--- config.mk ---
export PLATFORM = sky130hd
export DESIGN_NAME = stk_callret_unit
export DESIGN_NICKNAME = d
export VERILOG_FILES = /design/src/rtl/stk_pkg.sv /design/src/rtl/stk_sizer.sv /design/src/rtl/stk_sp_reg.sv /design/src/rtl/stk_ctrl.sv /design/src/rtl/stk_callret_unit.sv
export SDC_FILE = /design/constraint.sdc
export NUM_CORES = 1
export LEC_CHECK = 0
export BUFFER_PORTS_ARGS = -buffer_cell sky130_fd_sc_hd__buf_2
export CAP_MARGIN = 20
export CORE_AREA = 2 2 181 183
export DETAILED_ROUTE_END_ITERATION = 8
export DIE_AREA = 0 0 183 185
export HOLD_SLACK_MARGIN = 0.12
export PLACE_DENSITY = 0.76
export REMOVE_ABC_BUFFERS = 1
export SYNTH_ARGS = -nofsm -noshare
export SYNTH_HDL_FRONTEND = slang
export SYNTH_SLANG_ARGS = --single-unit
export TNS_END_PERCENT = 20
--- constraint.sdc ---
create_clock -name clk -period 4.7 [get_ports clk]
set_input_delay 0.705 -clock clk [delete_from_list [all_inputs] [get_ports clk]]
set_output_delay 0.705 -clock clk [all_outputs]
set_load 0.02 [all_outputs]
--- src/rtl/stk_pkg.sv ---
package stk_pkg;

   typedef enum logic [2:0] {
      STK_PUSH = 3'd0,
      STK_POP  = 3'd1,
      STK_CALL = 3'd2,
      STK_LINK = 3'd3,
      STK_RET  = 3'd4,
      STK_INIT = 3'd5
   } stk_op_e;

   typedef enum logic [1:0] {
      SPM_DOWN   = 2'd0,
      SPM_UP     = 2'd1,
      SPM_RESEED = 2'd2,
      SPM_HOLD   = 2'd3
   } sp_mode_e;

   localparam logic [1:0] SZ_WORD = 2'd2;

   function automatic logic forces_word(input logic [2:0] code);
      return (code == STK_CALL) || (code == STK_RET) || (code == STK_INIT);
   endfunction

   function automatic logic code_legal(input logic [2:0] code);
      return code <= STK_INIT;
   endfunction

endpackage

--- src/rtl/stk_sizer.sv ---
module stk_sizer #(
   parameter  int LANES = 8,
   localparam int CW    = $clog2(LANES) + 1
) (
   input  logic [1:0]       size_code,
   output logic [CW-1:0]    byte_cnt,
   output logic [LANES-1:0] lane_en
);

   initial begin
      assert (LANES == 8) else $error("stk_sizer: LANES must be 8");
   end

   assign byte_cnt = CW'(1) << size_code;

   for (genvar g = 0; g < LANES; g++) begin : g_lane
      assign lane_en[g] = (CW'(g) < byte_cnt);
   end

endmodule

--- src/rtl/stk_sp_reg.sv ---
module stk_sp_reg
   import stk_pkg::*;
#(
   parameter int            AW       = 32,
   parameter int            CW       = 4,
   parameter logic [AW-1:0] SP_RESET = '0,
   parameter logic [AW-1:0] INIT_SP  = '0
) (
   input  logic          clk,
   input  logic          rst_n,
   input  logic          commit,
   input  sp_mode_e      mode,
   input  logic [CW-1:0] amount,
   output logic [AW-1:0] sp
);

   initial begin
      assert (AW >= CW) else $error("stk_sp_reg: AW too small");
   end

   logic [AW-1:0] step;
   assign step = AW'(amount);

   always_ff @(posedge clk) begin
      if (!rst_n) begin
         sp <= SP_RESET;
      end else if (commit) begin
         case (mode)
            SPM_DOWN:   sp <= sp - step;
            SPM_UP:     sp <= sp + step;
            SPM_RESEED: sp <= INIT_SP - step;
            default:    sp <= sp;
         endcase
      end
   end

endmodule

--- src/rtl/stk_ctrl.sv ---
module stk_ctrl
   import stk_pkg::*;
#(
   parameter int            AW      = 32,
   parameter int            DW      = 64,
   parameter int            LANES   = 8,
   parameter int            CW      = 4,
   parameter logic [AW-1:0] INIT_SP = '0
) (
   input  logic             clk,
   input  logic             rst_n,
   input  logic             op_valid,
   input  logic [2:0]       op_code,
   input  logic [DW-1:0]    op_data,
   input  logic [AW-1:0]    op_target,
   input  logic [AW-1:0]    op_next_pc,
   input  logic [CW-1:0]    cnt,
   input  logic [LANES-1:0] be,
   input  logic [AW-1:0]    sp,
   output logic             busy,
   output logic             mem_req,
   output logic             mem_we,
   output logic [AW-1:0]    mem_addr,
   output logic [LANES-1:0] mem_be,
   output logic [DW-1:0]    mem_wdata,
   input  logic             mem_ack,
   input  logic [DW-1:0]    mem_rdata,
   output logic             commit,
   output sp_mode_e         mode,
   output logic [CW-1:0]    amount,
   output logic             pop_valid,
   output logic [DW-1:0]    pop_data,
   output logic             redirect,
   output logic [AW-1:0]    redirect_pc,
   output logic             link_valid,
   output logic [AW-1:0]    link_value
);

   initial begin
      assert (DW == 8 * LANES) else $error("stk_ctrl: DW must be 8*LANES");
      assert (DW >= AW) else $error("stk_ctrl: DW must hold an address");
   end

   logic             busy_q;
   logic [2:0]       op_q;
   logic [AW-1:0]    addr_q;
   logic [LANES-1:0] be_q;
   logic [CW-1:0]    cnt_q;
   logic [DW-1:0]    wdata_q;
   logic [AW-1:0]    tgt_q;
   logic             we_q;

   logic             accept;
   logic [AW-1:0]    addr_n;
   logic [DW-1:0]    wdata_n;
   logic             we_n;
   logic [DW-1:0]    lane_mask;

   assign accept = op_valid && !busy_q && code_legal(op_code);

   always_comb begin
      case (op_code)
         STK_PUSH, STK_CALL: addr_n = sp;
         STK_POP, STK_RET:   addr_n = sp + AW'(cnt);
         STK_INIT:           addr_n = INIT_SP;
         default:            addr_n = sp;
      endcase
      case (op_code)
         STK_PUSH:           wdata_n = op_data;
         STK_CALL, STK_INIT: wdata_n = DW'(op_next_pc);
         default:            wdata_n = '0;
      endcase
      we_n = (op_code == STK_PUSH) || (op_code == STK_CALL) || (op_code == STK_INIT);
   end

   for (genvar g = 0; g < LANES; g++) begin : g_mask
      assign lane_mask[8*g +: 8] = {8{be_q[g]}};
   end

   always_ff @(posedge clk) begin
      if (!rst_n) begin
         busy_q      <= 1'b0;
         op_q        <= '0;
         addr_q      <= '0;
         be_q        <= '0;
         cnt_q       <= '0;
         wdata_q     <= '0;
         tgt_q       <= '0;
         we_q        <= 1'b0;
         pop_valid   <= 1'b0;
         pop_data    <= '0;
         redirect    <= 1'b0;
         redirect_pc <= '0;
         link_valid  <= 1'b0;
         link_value  <= '0;
      end else begin
         pop_valid  <= 1'b0;
         redirect   <= 1'b0;
         link_valid <= 1'b0;
         if (accept) begin
            if (op_code == STK_LINK) begin
               link_valid  <= 1'b1;
               link_value  <= op_next_pc;
               redirect    <= 1'b1;
               redirect_pc <= op_target;
            end else begin
               busy_q  <= 1'b1;
               op_q    <= op_code;
               addr_q  <= addr_n;
               be_q    <= be;
               cnt_q   <= cnt;
               wdata_q <= wdata_n;
               tgt_q   <= op_target;
               we_q    <= we_n;
            end
         end else if (busy_q && mem_ack) begin
            busy_q <= 1'b0;
            case (op_q)
               STK_POP: begin
                  pop_valid <= 1'b1;
                  pop_data  <= mem_rdata & lane_mask;
               end
               STK_RET: begin
                  redirect    <= 1'b1;
                  redirect_pc <= mem_rdata[AW-1:0];
               end
               STK_CALL, STK_INIT: begin
                  redirect    <= 1'b1;
                  redirect_pc <= tgt_q;
               end
               default: ;
            endcase
         end
      end
   end

   always_comb begin
      case (op_q)
         STK_PUSH, STK_CALL: mode = SPM_DOWN;
         STK_POP, STK_RET:   mode = SPM_UP;
         STK_INIT:           mode = SPM_RESEED;
         default:            mode = SPM_HOLD;
      endcase
   end

   assign commit    = busy_q && mem_ack;
   assign amount    = cnt_q;
   assign busy      = busy_q;
   assign mem_req   = busy_q;
   assign mem_we    = we_q;
   assign mem_addr  = addr_q;
   assign mem_be    = be_q;
   assign mem_wdata = wdata_q;

   // request fields held while waiting for the acknowledge
   a_r9_req_held: assert property (@(posedge clk) disable iff (!rst_n)
      busy && !mem_ack |=> mem_req && $stable(mem_addr) && $stable(mem_be) && $stable(mem_we));

   // offered operations during a wait do not end the wait
   a_r9_busy_ignores: assert property (@(posedge clk) disable iff (!rst_n)
      busy && op_valid && !mem_ack |=> busy);

   // a pop result only follows an acknowledged request
   a_r8_pop_after_ack: assert property (@(posedge clk) disable iff (!rst_n)
      pop_valid |-> $past(mem_ack) && $past(busy));

   // link value and redirect pulse together, without a memory wait
   a_r5_link_redirect: assert property (@(posedge clk) disable iff (!rst_n)
      link_valid |-> redirect && !$past(busy));

endmodule

--- src/rtl/stk_callret_unit.sv ---
module stk_callret_unit
   import stk_pkg::*;
#(
   parameter int                AW        = 32,
   parameter int                DW        = 64,
   parameter logic [AW-1:0]     SP_RESET  = '0,
   parameter logic [AW-1:0]     LAST_ADDR = 32'h000F_FFFF,
   localparam int               LANES     = DW / 8,
   localparam int               CW        = $clog2(LANES) + 1,
   localparam logic [AW-1:0]    INIT_SP   = LAST_ADDR - AW'(7)
) (
   input  logic             clk,
   input  logic             rst_n,
   input  logic             op_valid,
   input  logic [2:0]       op_code,
   input  logic [1:0]       op_size,
   input  logic [DW-1:0]    op_data,
   input  logic [AW-1:0]    op_target,
   input  logic [AW-1:0]    op_next_pc,
   output logic             busy,
   output logic             mem_req,
   output logic             mem_we,
   output logic [AW-1:0]    mem_addr,
   output logic [LANES-1:0] mem_be,
   output logic [DW-1:0]    mem_wdata,
   input  logic             mem_ack,
   input  logic [DW-1:0]    mem_rdata,
   output logic [AW-1:0]    stack_ptr,
   output logic             pop_valid,
   output logic [DW-1:0]    pop_data,
   output logic             redirect,
   output logic [AW-1:0]    redirect_pc,
   output logic             link_valid,
   output logic [AW-1:0]    link_value
);

   initial begin
      assert (DW == 64) else $error("stk_callret_unit: DW must be 64");
      assert (AW >= 8 && AW <= DW) else $error("stk_callret_unit: AW out of range");
   end

   logic [1:0]       eff_size;
   logic [CW-1:0]    cnt;
   logic [LANES-1:0] be;
   logic             commit;
   sp_mode_e         mode;
   logic [CW-1:0]    amount;

   assign eff_size = forces_word(op_code) ? SZ_WORD : op_size;

   stk_sizer #(.LANES(LANES)) u_sizer (
      .size_code (eff_size),
      .byte_cnt  (cnt),
      .lane_en   (be)
   );

   stk_sp_reg #(
      .AW(AW), .CW(CW), .SP_RESET(SP_RESET), .INIT_SP(INIT_SP)
   ) u_sp (
      .clk    (clk),
      .rst_n  (rst_n),
      .commit (commit),
      .mode   (mode),
      .amount (amount),
      .sp     (stack_ptr)
   );

   stk_ctrl #(
      .AW(AW), .DW(DW), .LANES(LANES), .CW(CW), .INIT_SP(INIT_SP)
   ) u_ctrl (
      .clk         (clk),
      .rst_n       (rst_n),
      .op_valid    (op_valid),
      .op_code     (op_code),
      .op_data     (op_data),
      .op_target   (op_target),
      .op_next_pc  (op_next_pc),
      .cnt         (cnt),
      .be          (be),
      .sp          (stack_ptr),
      .busy        (busy),
      .mem_req     (mem_req),
      .mem_we      (mem_we),
      .mem_addr    (mem_addr),
      .mem_be      (mem_be),
      .mem_wdata   (mem_wdata),
      .mem_ack     (mem_ack),
      .mem_rdata   (mem_rdata),
      .commit      (commit),
      .mode        (mode),
      .amount      (amount),
      .pop_valid   (pop_valid),
      .pop_data    (pop_data),
      .redirect    (redirect),
      .redirect_pc (redirect_pc),
      .link_valid  (link_valid),
      .link_value  (link_value)
   );

   // after an acknowledged write the pointer sits just below the written span
   a_r2_push_sp: assert property (@(posedge clk) disable iff (!rst_n)
      mem_req && mem_ack && mem_we |=>
         stack_ptr == ($past(mem_addr) - AW'($countones($past(mem_be)))));

   // after an acknowledged read the pointer equals the read address
   a_r3_pop_sp: assert property (@(posedge clk) disable iff (!rst_n)
      mem_req && mem_ack && !mem_we |=> stack_ptr == $past(mem_addr));

   // the pointer moves only on an acknowledged request
   a_r8_sp_quiet: assert property (@(posedge clk) disable iff (!rst_n)
      !(mem_req && mem_ack) |=> $stable(stack_ptr));

   // undefined codes never start a request
   a_r11_bad_code: assert property (@(posedge clk) disable iff (!rst_n)
      !busy && op_valid && (op_code > 3'd5) |=> !busy && !link_valid);

endmodule

==> results by group, run 1 <==
CTS
  – TritonCTS clock tree: yes
  – # hold bufs at CTS: 0
  – Clk buf depth: 3
  – Clock sink total: 303
  – Root Driver: clkbuf_16
  – Skew-Pair Late Insertion Delay: 0.52 ns
  – Clk pin slew, worst setup/hold paths: 0.06 ns
  – CTS Buf Count: 35
  – H-tree depth: 2

Routing
  – Via/cell ratio: 5.89
  – DR WL/cell: 19.7 um
  – Final wirelength: 52,000 um
  – DRT iter0 DRCs: 1,151
  – DR top layer: met5
  – Routed vias: 15,500
  – Met2 WL post-DR: 24,300 um
  – Post-route ant nets: 0
  – WL met1: 20,300 um
  – Routed wl met3: 4880 um
  – DRC: 0
  – DR pass1 iterations: 5

Yosys
  – Register bit total from synthesis: 303
  – Most numerous cell in the Yosys netlist: dfxtp_1
  – Sequential area share after synthesis: 41.4%
  – Post-Synth XOR/XNOR Area: 3.07%
  – Primary FF master, synth: dfxtp_1
  – Main combinational cell family by area after synthesis: compound AO/OA/AOI/OAI gates
  – Ys async rst share: 0%
  – Synth Area in Compound Gates: 25.5%
  – Mapped Cells: 1,820
  – Syn Std Cell Area: 0.0146 mm2
  – Ys Warns: 0
  – Top cell type's share of synthesized area: 41.4%
  – Post-synth top cells: dfxtp_1 (303), nand2_1 (243), nor2_1 (205)
  – Mux contribution to synthesized area: 2.98%
  – Synth area leaders: dfxtp_1 (41%), a21oi_1 (6.9%), nand2_1 (6.2%)
  – Post-Synth Simple-Gate Area: 19.3%
  – Netlist cell types: 87
  – Post-Synth Adder-Cell Area: 2.21%
  – Post-synth EDFFs: 0
  – Mapped Avg Cell Area: 8.04 um2
  – Biggest area consumer among synthesized cells: dfxtp_1

Floorplan
  – Row Count: 66
  – Top-Level Pins: 471
  – Die X: 183 um
  – Initial core utilization: 45.7%
  – Core footprint: 0.0320 mm2
  – Die span in y: 185 um
  – Die area: 0.0339 mm2

Global routing
  – GRT Util Overall: 28.7%
  – Grt total ovfl: 0
  – Largest net degree at the start of global routing: 117
  – Initial antenna violation count: 4
  – First-pass GRT wire length: 77,800 um
  – Vias in the first global route: 14,200

STA
  – Worst Max-Slew Pin Slew: 0.960 ns
  – Final setup fails: 0
  – Worst Clk Skew: 0.0139 ns
  – Fin. max-slew vios: 0
  – RSZ-0062 raised after global routing: no
  – Max-slew headroom: 36.0%
  – Final Hold Vio Count: 0
  – F_max: 0.231 GHz
  – Worst setup margin: 0.367 ns
  – Crit share post-route: 92.2%
  – Min Tclk post-route: 4.33 ns

Layout
  – Layout cells sized above 1: 26.8%
  – Fill cells: 2,942
  – Area delta synth->final: 25.6%
  – Post-route cell area: 0.0184 mm2
  – Area of the multi-input gates: 0.00784 mm2
  – Nets: 2,423
  – Storage cell area: 0.00607 mm2

Setup path
  – Critical path class: flip-flop to flip-flop
  – Worst EP arrival: 4.70 ns
  – Crit-path max FO: 10
  – Req. time, crit path: 5.07 ns
  – Setup crit end kind: flip-flop
  – Reg-to-reg endpoint: u_sp.sp[30]$_SDFFE_PN0P_
  – Reg-to-reg startpoint: u_ctrl.op_q[1]$_SDFFE_PN0P_
  – Crit path from: u_ctrl.op_q[1]$_SDFFE_PN0P_
  – R2R depth: 15
  – Startpoint Class: flip-flop
  – R2r setup slk: 0.37 ns

Placement
  – PortBufs: 470
  – Dpl cell area: 0.0172 mm2
  – Global placement routability congestion: 0.929
  – Placed wire-length estimate: 36,300 um
  – Setup WS pre-CTS: 0.350 ns

Hold path
  – Hold WC Path Type: primary input to flip-flop
  – Cells on Worst Hold Path: 2
  – End of the worst hold path: u_ctrl.pop_data[40]$_SDFFE_PN0P_
  – Hold_sp: mem_rdata[40]

Power and ir drop
  – Cell leakage power: 8.08 nW
  – PwrDens: 358 mW/mm2
  – Worst vdd ir: 0.225 mV

Outcome
  – Status: finished, final reports clean

Flow run
  – Max-cap violations: 0
[cell families after synthesis]
logic type      after synthesis
fa+ha+maj                    26
mux                          43
compound gates              554
buf+inv                     197
simple gates                650
xor+xnor                     47
flops                       303
[routing by layer]
metal | up-vias | GRT usage (%)
met5 | - | 0
met3 | 150 | 5.86
met1 | 7288 | 35.9
met2 | 817 | 47.5
met4 | 2 | 13.5
li1 | 7272 | -
[area by class of cell]
cell class / instances / area share [%]
diodes: 7 / 0.0953
clock inverters: 8 / 0.735
flip-flops and latches: 303 / 33.0
inverters: 30 / 0.640
repair buffers: 513 / 14.7
clock buffers: 48 / 5.47
well taps: 408 / 2.78
multi-input cells: 1320 / 42.6
[cells in the final DEF (no fill, tap or decap), types with 11 or more instances in the layout]
cell,Yosys,routed
o21ai_0,57,57
nand3_1,65,65
ha_1,17,17
inv_1,27,27
a211oi_1,46,46
clkbuf_16,0,36
or3_1,15,15
nor2_1,205,203
dfxtp_1,303,302
o211ai_1,12,12
buf_4,9,41
nand2b_1,11,11
a221oi_1,38,38
nand2_1,243,242
o22ai_1,28,28
nor3_1,53,52
xnor2_1,35,35
a22o_1,65,65
a21oi_1,202,200
a31oi_1,16,16
buf_2,11,470
and3_1,18,18
mux2i_1,39,39
[how the worst max path moves through the flow]
stage	endpoint	slack [ns]	cells past startpoint
after global placement	u_sp.sp[30]$_SDFFE_PN0P_	0.50	16
after global routing	u_sp.sp[30]$_SDFFE_PN0P_	0.003	15
after CTS	u_sp.sp[30]$_SDFFE_PN0P_	0.31	16
final	u_sp.sp[30]$_SDFFE_PN0P_	0.37	15
after floorplan	u_ctrl.mem_addr[10]$_SDFFE_PN0P_	-3.81	5
after detailed placement	u_sp.sp[30]$_SDFFE_PN0P_	0.35	16
[repair_timing]
| item | CTS | global route |
|---|---|---|
| setup endpoints to repair | 0 | 3 |
| gates resized for setup | 0 | 1 |
| hold endpoints to repair | 0 | 0 |
| buffers inserted | 0 | 0 |
[registers in the layout (all words and copies together) (netlist names)]
| signal | flops |
|---|---|
| u_ctrl.pop_valid | 1 |
| u_ctrl.link_value | 32 |
| u_ctrl.pop_data | 64 |
| u_ctrl.redirect_pc | 32 |
| u_ctrl.link_valid | 1 |
| u_ctrl.mem_we | 1 |
| u_ctrl.busy | 1 |
| u_ctrl.tgt_q | 32 |
| u_ctrl.mem_be | 4 |
| u_ctrl.amount | 3 |
| u_ctrl.mem_wdata | 64 |
| u_sp.sp | 32 |
| u_ctrl.mem_addr | 32 |
| u_ctrl.redirect | 1 |
| u_ctrl.op_q | 3 |
[per-stage QoR]
stage	TNS [ns]	total power [mW]	util, %	cells	hold slack, ns
after global placement	0	3.87	53.7	2573	0.435
after detailed placement	0	3.89	53.7	2573	0.442
after floorplan	-288.90	3.46	-	1653	0.436
after global routing	0	6.84	57.3	2631	0.386
after CTS	0	6.62	57.3	2629	0.380
final	0	6.59	57.4	2637	0.400
[worst max-delay path: stages (launching register included)]
cell	delay, ns
dfxtp_1	0.64
inv_2	0.20
nand2_1	0.17
a21o_1	0.16
inv_1	0.06
fa_1	0.40
nand2b_1	0.20
a211oi_1	0.42
a2111oi_2	0.12
nor3_1	0.40
o311ai_2	0.18
a211oi_2	0.41
o221ai_4	0.22
and4_1	0.22
o311ai_1	0.27
o41ai_1	0.12
[report_power, final]
part	leakage, nW	internal [mW]	switching (mW)
Sequential	2.46	2.68	0.0914
Clock	0.552	1.66	1.08
Combinational	5.06	0.375	0.710
No activity file was read; power rests on OpenSTA's default activity.
==> run 2: changes to the inputs <==
--- a/config.mk
+++ b/config.mk
@@ -11,7 +11,7 @@
 export DETAILED_ROUTE_END_ITERATION = 8
 export DIE_AREA = 0 0 183 185
 export HOLD_SLACK_MARGIN = 0.12
-export PLACE_DENSITY = 0.76
+export PLACE_DENSITY = 0.73
 export REMOVE_ABC_BUFFERS = 1
 export SYNTH_ARGS = -nofsm -noshare
 export SYNTH_HDL_FRONTEND = slang
==> results by group, run 2 (synthesized netlist as in run 1, its figures left out) <==
Setup path
  – R2R depth: 15 (unchanged)
  – Slowest-stage cell, CP: dfxtp_1 (unchanged)
  – Worst EP arrival: 4.72 ns (was 4.70 ns)
  – Setup crit end kind: flip-flop (unchanged)
  – Req. time, crit path: 5.08 ns (was 5.07 ns)
  – Critical path class: flip-flop to flip-flop (unchanged)
  – Reg-to-reg endpoint: u_sp.sp[30]$_SDFFE_PN0P_ (unchanged)
  – Slowest Stage Delay on Critical Path: 0.66 ns (was 0.64 ns)
  – CP cell instances: inv_2 > nand2_1 > a21o_1 > inv_1 > fa_1 > nand2b_1 > a211oi_1 > a2111oi_2 > nor3_1 > o311ai_2 > a211oi_2 > o221ai_4 > and4_1 > o311ai_1 > o41ai_1 (unchanged)
  – Reg-to-reg startpoint: u_ctrl.op_q[1]$_SDFFE_PN0P_ (unchanged)
  – Crit-path max FO: 10 (unchanged)
  – Startpoint Class: flip-flop (unchanged)
  – R2r setup slk: 0.37 ns (about the same)

Hold path
  – Cells on Worst Hold Path: 2 (unchanged)
  – End of the worst hold path: u_ctrl.pop_data[52]$_SDFFE_PN0P_ (was u_ctrl.pop_data[40]$_SDFFE_PN0P_)
  – Hold_sp: mem_rdata[52] (was mem_rdata[40])
  – Hold WC Path Type: primary input to flip-flop (unchanged)

Routing
  – Routed vias: 15,500 (about the same)
  – DRC: 0 (unchanged)
  – Post-route ant nets: 0 (unchanged)
  – DRT iter0 DRCs: 1,285 (was 1,151)
  – Via/cell ratio: 5.86 (was 5.89)
  – DR WL/cell: 20.2 um (was 19.7 um)
  – Final wirelength: 53,400 um (was 52,000 um)
  – DR pass1 iterations: 5 (unchanged)

CTS
  – # hold bufs at CTS: 0 (unchanged)
  – Skew-Pair Late Insertion Delay: 0.53 ns (was 0.52 ns)
  – H-tree depth: 2 (unchanged)
  – Clk pin slew, worst setup/hold paths: 0.05 ns (was 0.06 ns)
  – Root Driver: clkbuf_16 (unchanged)
  – Clock sink total: 303 (unchanged)
  – CTS Buf Count: 36 (was 35)
  – Clk buf depth: 3 (unchanged)
  – TritonCTS clock tree: yes (unchanged)

Power and ir drop
  – Clock network power share: 42.5% (was 41.5%)
  – P_sw: 1.95 mW (was 1.88 mW)
  – PwrDens: 364 mW/mm2 (was 358 mW/mm2)
  – Worst vdd ir: 0.264 mV (was 0.225 mV)
  – Cell leakage power: 8.11 nW (was 8.08 nW)
  – Logic pwr share: 16.2% (was 16.5%)
  – Register share of total power: 41.3% (was 42.0%)
  – Power Internal: 4.76 mW (was 4.71 mW)
  – Sw Ratio: 29.1% (was 28.5%)

STA
  – Final setup fails: 0 (unchanged)
  – TNS Setup: 0 ns (unchanged)
  – F_max: 0.231 GHz (about the same)
  – Max-slew headroom: 36.2% (was 36.0%)
  – Fin. max-slew vios: 0 (unchanged)
  – Final Hold Vio Count: 0 (unchanged)
  – Crit share post-route: 92.2% (about the same)
  – Min Tclk post-route: 4.33 ns (about the same)
  – Worst Clk Skew: 0.0145 ns (was 0.0139 ns)
  – RSZ-0062 raised after global routing: no (unchanged)
  – Worst Max-Slew Pin Slew: 0.953 ns (was 0.960 ns)

Floorplan
  – Initial core utilization: 45.7% (unchanged)
  – Top-Level Pins: 471 (unchanged)
  – Die X: 183 um (unchanged)
  – Die span in y: 185 um (unchanged)
  – Die area: 0.0339 mm2 (unchanged)
  – Core footprint: 0.0320 mm2 (unchanged)
  – Row Count: 66 (unchanged)

Layout
  – Post-route cell area: 0.0184 mm2 (about the same)
  – Most frequent cells in the layout: buf_2 (470), dfxtp_1 (303), nand2_1 (242) (was buf_2 (470), dfxtp_1 (302), nand2_1 (242))
  – Area of the multi-input gates: 0.00784 mm2 (about the same)
  – Fill cells: 2,982 (was 2,942)
  – Layout cells sized above 1: 27.0% (was 26.8%)
  – Storage cell area: 0.00607 mm2 (about the same)
  – Commonest non-fill, non-tap cell in the layout: buf_2 (unchanged)
  – Area delta synth->final: 26.0% (was 25.6%)
  – Nets: 2,423 (unchanged)

Global routing
  – Largest net degree at the start of global routing: 131 (was 117)
  – Grt total ovfl: 0 (unchanged)
  – First-pass GRT wire length: 80,400 um (was 77,800 um)
  – GRT Util Overall: 29.7% (was 28.7%)
  – Vias in the first global route: 14,300 (was 14,200)
  – Initial antenna violation count: 7 (was 4)

Placement
  – Dpl cell area: 0.0172 mm2 (about the same)
  – PortBufs: 470 (unchanged)
  – Global placement routability congestion: 0.946 (was 0.929)
  – Placed wire-length estimate: 37,200 um (was 36,300 um)

Outcome
  – Status: finished, final reports clean (unchanged)

Flow run
  – Max-cap violations: 0 (unchanged)
-- run 2: cell types whose count changed in the layout (fill, tap and decap cells not counted), sizes merged --
cell      change
clkinv        +2
clkbuf        +4
diode         -1
buf           -2
inv           +1
clkinvlp      -1
-- run 2: timing repair --
item                                    4_1_cts  5_1_grt
endpoints found under the setup margin        0        1
gates resized for setup                       0        1
buffers inserted                              0        0
-- run 2: final cells by class --
class	count	area share [%]
Multi-Input combinational cell	1320	42.5
Sequential cell	303	32.9
Timing Repair Buffer	512	14.6
Clock buffer	51	5.62
Tap cell	408	2.77
Clock inverter	10	0.855
Inverter	30	0.638
Antenna cell	6	0.0814
-- run 2: power groups by stage --
stage | clock network [mW] | registers, mW | logic (mW)
floorplan | 0 | 2.92 | 0.548
global placement | 0 | 2.82 | 1.06
detailed placement | 0 | 2.83 | 1.07
CTS | 2.89 | 2.77 | 1.08
global route | 2.99 | 2.79 | 1.18
finish | 2.85 | 2.77 | 1.09
-- run 2: metal layers --
metal  vias up  routed length (um)  track usage (%)  part of all wire, %
li1       7294                   -                -                    -
met1      7304               21300             37.2                   40
met2       767               25300             49.7                   47
met3       113                4800             6.47                  9.0
met4         4                1910             12.1                  3.6
met5         -                  27                0                0.051
-- run 2: how the worst max path moves through the flow --
stage	depth (start not counted)	start	slack (ns)	end
after floorplan	5	op_code[2]	-3.81	u_ctrl.mem_addr[10]$_SDFFE_PN0P_
after detailed placement	16	u_ctrl.op_q[2]$_SDFFE_PN0P_	0.27	u_sp.sp[30]$_SDFFE_PN0P_
after global routing	16	u_ctrl.op_q[2]$_SDFFE_PN0P_	0.07	u_sp.sp[30]$_SDFFE_PN0P_
after global placement	16	u_ctrl.op_q[2]$_SDFFE_PN0P_	0.48	u_sp.sp[30]$_SDFFE_PN0P_
final	15	u_ctrl.op_q[1]$_SDFFE_PN0P_	0.37	u_sp.sp[30]$_SDFFE_PN0P_
after CTS	16	u_ctrl.op_q[2]$_SDFFE_PN0P_	0.25	u_sp.sp[30]$_SDFFE_PN0P_
-- run 2: worst max-delay path: cells and delay by family, from the launching register on --
kind / cells / cell delay, ns
simple gates: 4 / 0.99
fa+ha+maj: 1 / 0.40
flops: 1 / 0.66
buf+inv: 2 / 0.28
compound gates: 8 / 1.85
-- run 2: stage by stage --
step	hold WS [ns]	setup WS [ns]	instances	utilization, %	total power, mW
global route	0.388	0.0741	2639	57.5	6.96
global placement	0.435	0.483	2572	53.7	3.88
finish	0.398	0.367	2640	57.6	6.72
CTS	0.378	0.246	2633	57.4	6.74
detailed placement	0.440	0.266	2572	53.7	3.90
floorplan	0.436	-3.81	1653	-	3.46
